==> src/rtl/i2c_am_pkg.sv <==
package i2c_am_pkg;
  typedef enum logic [1:0] {
    AM_IDLE   = 2'd0,
    AM_FIRST  = 2'd1,
    AM_SECOND = 2'd2,
    AM_SEL    = 2'd3
  } am_state_e;

  typedef struct packed {
    logic gc_hit;
    logic uni_hit;
    logic ten_hdr;
  } first_cls_t;

  localparam logic [7:0] GC_CODE = 8'h00;
  localparam logic [7:0] SB_CODE = 8'h01;
  localparam logic [4:0] TEN_PFX = 5'b11110;
endpackage

==> src/rtl/i2c_am_first_decode.sv <==
module i2c_am_first_decode
  import i2c_am_pkg::*;
#(
  parameter int ADDR_W = 10,
  parameter int BYTE_W = 8
) (
  input  logic [BYTE_W-1:0] byte_in,
  input  logic [ADDR_W-1:0] own_addr,
  input  logic              mode_10b,
  output first_cls_t        cls,
  output logic              second_ok
);
  localparam int SHORT_W = BYTE_W - 1;
  localparam int HI_W    = ADDR_W - BYTE_W;
  localparam int PFX_W   = SHORT_W - HI_W;

  logic [SHORT_W-1:0] addr_field;
  logic [SHORT_W-1:0] long_hdr;
  logic [PFX_W-1:0]   pfx;

  assign addr_field = byte_in[BYTE_W-1:1];
  assign pfx        = TEN_PFX[PFX_W-1:0];
  assign long_hdr   = {pfx, own_addr[ADDR_W-1:BYTE_W]};

  always_comb begin
    cls.gc_hit  = (byte_in == GC_CODE[BYTE_W-1:0]) || (byte_in == SB_CODE[BYTE_W-1:0]);
    cls.uni_hit = !mode_10b && (addr_field == own_addr[SHORT_W-1:0]);
    cls.ten_hdr = mode_10b && (addr_field == long_hdr);
  end

  assign second_ok = (byte_in == own_addr[BYTE_W-1:0]);
endmodule

==> src/rtl/i2c_am_seq.sv <==
module i2c_am_seq
  import i2c_am_pkg::*;
(
  input  logic       clk,
  input  logic       rst_n,
  input  logic       start_i,
  input  logic       stop_i,
  input  logic       take,
  input  first_cls_t cls,
  input  logic       second_ok,
  output logic       set_hit,
  output logic       set_gc,
  output logic       cap_rw,
  output logic       match_q,
  output logic       sel_q,
  output logic       sr_q
);
  am_state_e state, state_nx;
  logic      byte_go;
  logic      first_hit;

  assign byte_go   = take && !start_i && !stop_i;
  assign first_hit = cls.gc_hit || cls.uni_hit;
  assign cap_rw    = byte_go && (state == AM_FIRST);
  assign set_gc    = cap_rw && cls.gc_hit;
  assign set_hit   = (cap_rw && first_hit) ||
                     (byte_go && (state == AM_SECOND) && second_ok);

  always_comb begin
    state_nx = state;
    if (start_i) begin
      state_nx = AM_FIRST;
    end else if (stop_i) begin
      state_nx = AM_IDLE;
    end else if (take) begin
      unique case (state)
        AM_FIRST: begin
          if (first_hit)        state_nx = AM_SEL;
          else if (cls.ten_hdr) state_nx = AM_SECOND;
          else                  state_nx = AM_IDLE;
        end
        AM_SECOND: state_nx = second_ok ? AM_SEL : AM_IDLE;
        default:   state_nx = state;
      endcase
    end
  end

  always_ff @(posedge clk or negedge rst_n) begin
    if (!rst_n) begin
      state   <= AM_IDLE;
      match_q <= 1'b0;
      sr_q    <= 1'b0;
    end else begin
      state   <= state_nx;
      match_q <= set_hit;
      sr_q    <= (start_i || stop_i) && (state == AM_SEL);
    end
  end

  assign sel_q = (state == AM_SEL);
endmodule

==> src/rtl/i2c_am_flags.sv <==
module i2c_am_flags (
  input  logic clk,
  input  logic rst_n,
  input  logic set_hit,
  input  logic set_gc,
  input  logic cap_rw,
  input  logic rw_in,
  input  logic clr,
  output logic hit_q,
  output logic gc_q,
  output logic rw_q
);
  always_ff @(posedge clk or negedge rst_n) begin
    if (!rst_n) begin
      hit_q <= 1'b0;
      gc_q  <= 1'b0;
      rw_q  <= 1'b0;
    end else begin
      if (set_hit) begin
        hit_q <= 1'b1;
        gc_q  <= set_gc;
      end else if (clr) begin
        hit_q <= 1'b0;
        gc_q  <= 1'b0;
      end
      if (cap_rw) rw_q <= rw_in;
    end
  end
endmodule

==> src/rtl/i2c_addr_match.sv <==
module i2c_addr_match
  import i2c_am_pkg::*;
#(
  parameter int ADDR_W = 10,
  parameter int BYTE_W = 8
) (
  input  logic              clk,
  input  logic              rst_n,
  input  logic              start_i,
  input  logic              stop_i,
  input  logic              byte_valid,
  output logic              byte_ready,
  input  logic [BYTE_W-1:0] byte_data,
  input  logic [ADDR_W-1:0] own_addr,
  input  logic              mode_10b,
  input  logic              stat_rd,
  output logic              match_pulse,
  output logic              addr_hit,
  output logic              gen_call,
  output logic              rw_bit,
  output logic              selected,
  output logic              sr_event
);
  first_cls_t cls;
  logic       second_ok;
  logic       take;
  logic       set_hit, set_gc, cap_rw;

  assign byte_ready = 1'b1;
  assign take       = byte_valid && byte_ready;

  i2c_am_first_decode #(.ADDR_W(ADDR_W), .BYTE_W(BYTE_W)) u_dec (
    .byte_in   (byte_data),
    .own_addr  (own_addr),
    .mode_10b  (mode_10b),
    .cls       (cls),
    .second_ok (second_ok)
  );

  i2c_am_seq u_seq (
    .clk       (clk),
    .rst_n     (rst_n),
    .start_i   (start_i),
    .stop_i    (stop_i),
    .take      (take),
    .cls       (cls),
    .second_ok (second_ok),
    .set_hit   (set_hit),
    .set_gc    (set_gc),
    .cap_rw    (cap_rw),
    .match_q   (match_pulse),
    .sel_q     (selected),
    .sr_q      (sr_event)
  );

  i2c_am_flags u_flags (
    .clk     (clk),
    .rst_n   (rst_n),
    .set_hit (set_hit),
    .set_gc  (set_gc),
    .cap_rw  (cap_rw),
    .rw_in   (byte_data[0]),
    .clr     (stat_rd),
    .hit_q   (addr_hit),
    .gc_q    (gen_call),
    .rw_q    (rw_bit)
  );
endmodule

==> config.mk <==
export PLATFORM = sky130hd
export DESIGN_NAME = i2c_addr_match
export DESIGN_NICKNAME = d
export VERILOG_FILES = /design/src/rtl/i2c_am_pkg.sv /design/src/rtl/i2c_am_first_decode.sv /design/src/rtl/i2c_am_seq.sv /design/src/rtl/i2c_am_flags.sv /design/src/rtl/i2c_addr_match.sv
export SDC_FILE = /design/constraint.sdc
export NUM_CORES = 1
export LEC_CHECK = 0
export BUFFER_PORTS_ARGS = -buffer_cell sky130_fd_sc_hd__buf_4
export CORE_AREA = 2 2 39 41
export CTS_BUF_LIST = sky130_fd_sc_hd__clkbuf_4
export DETAILED_ROUTE_END_ITERATION = 7
export DIE_AREA = 0 0 41 43
export PLACE_DENSITY = 0.8
export SETUP_SLACK_MARGIN = 0.3
export SLEW_MARGIN = 10
export SYNTH_ARGS = -nofsm -noshare
export SYNTH_HDL_FRONTEND = slang
export SYNTH_HIERARCHICAL = 1
export SYNTH_SLANG_ARGS = --single-unit
==> constraint.sdc <==
create_clock -name clk -period 2.1 [get_ports clk]
set_clock_uncertainty 0.05 [all_clocks]
set_input_delay 0.21 -clock clk [delete_from_list [all_inputs] [get_ports clk]]
set_output_delay 0.21 -clock clk [all_outputs]
set_load 0.005 [all_outputs]
# [Word-level counts from Yosys, hierarchy flattened]
# Cells that the tools add are included.
[totals] regBits=7 inputBits=25 out_inout_bits=7 wordCells=45
[op_classes] eq_ne=7 mux=10 n_reduce_logical=22
[ops] operator="$eq 7x7->1" count=2
[ops] operator="$mux 2" count=6
[ops] operator="$logic_and 1x1->1" count=10
[ops] operator="$eq 8x1->1 const B" count=1
[ops] operator="$eq 8x8->1" count=1
[ops] operator="$logic_not 8->1" count=1
[ops] operator="$eq 2x2->1 const B" count=2
[ops] operator="$logic_or 1x1->1" count=4
[ops] operator="$pmux 2 s2" count=1
[ops] operator="$reduce_bool 4->1" count=1
[ops] operator="$logic_not 1->1" count=3
[ops] operator="$mux 1" count=3
[ops] operator="$reduce_bool 3->1" count=1
[ops] operator="$eq 2x1->1 const B" count=1
[ops] operator="$reduce_and 2->1" count=1
[ops] operator="$reduce_bool 2->1" count=1

# [Longest topological paths before layout]
[depth] ltp_word=8 mapped_depth=7 ltp_nobuf=7

# [By module]
# The synthesis kept the hierarchy.
[by_module_without_submodules] mod="i2c_am_seq" n_inst=1 cells_each=26 area_each_um2=250.2 seq_area_each_um2=100.1
[by_module_without_submodules] mod="i2c_am_first_decode" n_inst=1 cells_each=28 area_each_um2=220.2 seq_area_each_um2=0.0
[by_module_without_submodules] mod="i2c_am_flags" n_inst=1 cells_each=8 area_each_um2=113.9 seq_area_each_um2=75.1
[by_module_without_submodules] mod="i2c_addr_match" n_inst=1 cells_each=2 area_each_um2=11.3 seq_area_each_um2=0.0

# [Worst setup path after synthesis]
# No wires, ideal clock.
[synth_timing] path_type="input to register" from="input port byte_data[6]" to="register u_flags.gc_q" setup_ns=0.121 t_arrival_ns=1.520 required_time_ns=1.929 slack_ns=0.409 cell_stages=6 path_buffers=0 cell_sequence="or4_1 -> nor4_2 -> o21ai_0 -> a21oi_1 -> nor2_1 -> a22o_1"
[synth_lines] element="start: declaration" line="i2c_addr_match.sv:13" rtl="input logic [BYTE_W-1:0] byte_data,"
[synth_lines] element="end signal: assignment" line="i2c_am_flags.sv:21" rtl="gc_q <= set_gc;"
[synth_lines] element="end: declaration" line="i2c_am_flags.sv:10" rtl="output logic gc_q,"

==> metrics <==
layout overhead on the synthesized area 48.9%; startpoint class of the critical path primary input; GP Congestion 0.839; Post-CTS Setup Inserts 0; DR pass1 iterations 3; Syn Nets 92; Root Driver clkbuf_4; Max VDD drop 0.188 mV; total power around 390 µW; Worst Setup Path Type primary input to register; core box area roughly 0.0014 mm²; Syn Area/Cell 9.31 µm²; HP Class primary input to register; Fmax 0.608 GHz; fillers 126; setup violators final 0; Post-DP HPWL 1270 µm; Antenna diodes 0; PD cells between 400 and 500 mW/mm²; WL final ~1400 µm; CP required 2.18 ns; GR Overflow Total 0; vias 584; CP Cell Sequence buf_4 > or4_1 > nor4_2 > o21ai_0 > a21oi_1 > nor2_1 > a22o_1; Die X ~41 µm; initial antenna violation count 0; Core Rows 14; GR Util All Layers about a fifth; Reg2Reg Depth 5; clock buffer depth 2; Initial Utilization 43.0%; Clock power frac 33.0%; Worst path max stage delay 0.54 ns; largest net degree at the start of global routing 8; switching part of the total 24.4%; final worst-path cycle share about four fifths; post-synthesis sequential area ratio 29.4%; Reg power frac 37.2%; CTS tree built; status finished, final reports clean; final worst slack 0.455 ns; Core Util, Final 64.1%; Ys Warns 6; Clk Latency, worst-skew pair 0.24 ns; global-route wire length before repair 2360 µm; I/O pin cnt 32; Post-DRT Antenna Nets 0; Avg WL per Cell ~12 µm; Hold Worst Slack between 0.1 and 0.15 ns; Slew Limit Fails 0; max_cap viols 0; Reg clk slew, reported paths 0.05 ns; DRC viols 0; final hold violations 0; CP Max Fanout 4; slack of the worst reg-to-reg path 0.57 ns; CTS Sinks 7; hold wc startpoint start_i; Logic pwr share 29.8%; post-synthesis cell count 64; Yosys reg bits 7; Slowest-stage cell, CP or4_1; sw power 95.6 µW; post-synth cell types 26; Post-Syn Area 596 µm²; nets ~130; vias in the first global route 614; IO Port Bufs 30; Critical R2R Capture u_seq/state[1]; pre-CTS WS 0.189 ns; hold path depth 2; CP Capture Type register; vias per inst 5.08; initial DRC count 8; RSZ-0062 raised after global routing false; WHS Endpoint u_seq/state[1]; H-tree depth 1; TritonCTS buffer count 3; leakage dissipation 0.420 nW; die area 0.00176 mm²; cell internal pwr slightly below 300 µW; post-layout min period roughly 1.6 ns; ratio of cells with drive above 1 in the final layout 38.4%; setup TNS 0 ns; FF-to-FF Start u_seq/state[0]; Die Ht roughly 43 µm; Crit path arrival time 1.72 ns
[worst max-delay path: cells and delay by family]
kind                   cells  cell delay [ns]
AOI/OAI and AO/OA          3             0.57
buffers and inverters      1             0.13
and+or+nand+nor            3             0.81
[placed cells by master (no fill, tap or decap), types with 2 or more instances in the layout]
master / netlist / layout
nand4_1: 4 / 4
buf_4: 1 / 31
o311ai_0: 2 / 2
xnor2_1: 14 / 14
dfrtp_1: 7 / 7
nor4_2: 1 / 2
ha_1: 3 / 3
clkbuf_4: 0 / 4
nor2b_1: 2 / 2
inv_1: 4 / 4
nor2_1: 3 / 3
xor2_1: 3 / 3
or4_1: 2 / 2
nand2_1: 4 / 4
[how the worst max path moves through the flow]
stage                       startpoint            to  slack (ns)  cells past startpoint
after global routing      byte_data[6]  u_flags/gc_q        0.37                      7
after CTS                 byte_data[6]  u_flags/gc_q        0.45                      7
after global placement    byte_data[6]  u_flags/gc_q        0.27                      7
final                     byte_data[6]  u_flags/gc_q        0.46                      7
after detailed placement  byte_data[6]  u_flags/gc_q        0.19                      7
after floorplan           byte_data[6]  u_flags/gc_q        0.41                      6
[state kept, by name, indices dropped and copies added, names as in the netlist]
signal	cells
u_seq/state	2
u_flags/gc_q	1
u_flags/hit_q	1
u_flags/rw_q	1
u_seq/match_q	1
u_seq/sr_q	1
[metal layers]
metal | wire, µm | vias to the layer above | global-route usage [%]
met4 | 0 | 0 | 6.00
met5 | 0 | - | 0
met1 | 509 | 262 | 19.7
met3 | 121 | 0 | 2.09
met2 | 774 | 28 | 35.9
li1 | - | 294 | -
[cells in the mapped netlist]
master	n	area, µm²
a21o_1	1	7.51
a21oi_1	1	5.00
a22o_1	1	8.76
and2_1	1	6.26
and3_1	1	6.26
buf_4	1	7.51
conb_1	1	3.75
dfrtp_1	7	175
ha_1	3	37.5
inv_1	4	15.0
mux2_4	1	15.0
nand2_1	4	15.0
nand4_1	4	25.0
nand4b_1	1	8.76
nor2_1	3	11.3
nor2b_1	2	12.5
nor3b_1	1	7.51
nor4_1	2	12.5
nor4_2	1	12.5
o21ai_0	1	5.00
o311ai_0	2	17.5
o41ai_1	1	8.76
or2b_1	1	7.51
or4_1	2	15.0
xnor2_1	14	123
xor2_1	3	26.3
[stage by stage]
stage	instance area, µm²	instances
3_3_place_gp	841	110
4_1_cts	881	115
5_1_grt	887	115
2_1_floorplan	596	64
3_5_place_dp	841	110
6_report	887	115
[cells by family (layout without fill, tap and decap cells)]
kind of cell             after synthesis  after routing  synth area share, %
XOR/XNOR                              17             17                 25.0
adder cells (fa/ha/maj)                3              3                 6.30
multiplexers                           1              1                 2.52
AND/OR/NAND/NOR                       23             23                 23.5
other                                  1              1                0.630
AO/OA/AOI/OAI                          7              7                 8.82
flip-flops                             7              7                 29.4
buffers and inverters                  5             40                 3.78
[timing repair]
item                                    CTS  global route
resized for setup                         0             1
endpoints found under the setup margin    0             1
hold buffers                              1             0
hold endpoints to repair                  7             0
[power groups by stage]
stage / sequential, mW / clock, mW / combinational [mW]
2_1_floorplan: 0.147 / 0 / 0.0492
3_3_place_gp: 0.148 / 0 / 0.112
3_5_place_dp: 0.148 / 0 / 0.114
4_1_cts: 0.146 / 0.137 / 0.116
5_1_grt: 0.146 / 0.144 / 0.128
6_report: 0.145 / 0.129 / 0.116
[area by class of cell]
type                       instances  area, µm²  area share [%]
multi-input combinational         52        404            45.6
sequential                         7        175            19.7
inverter                           4       15.0            1.69
timing repair buffer              32        243            27.4
clock buffer                       4       30.0            3.39
tap                               16       20.0            2.26
(Power assumes the default switching activity.)
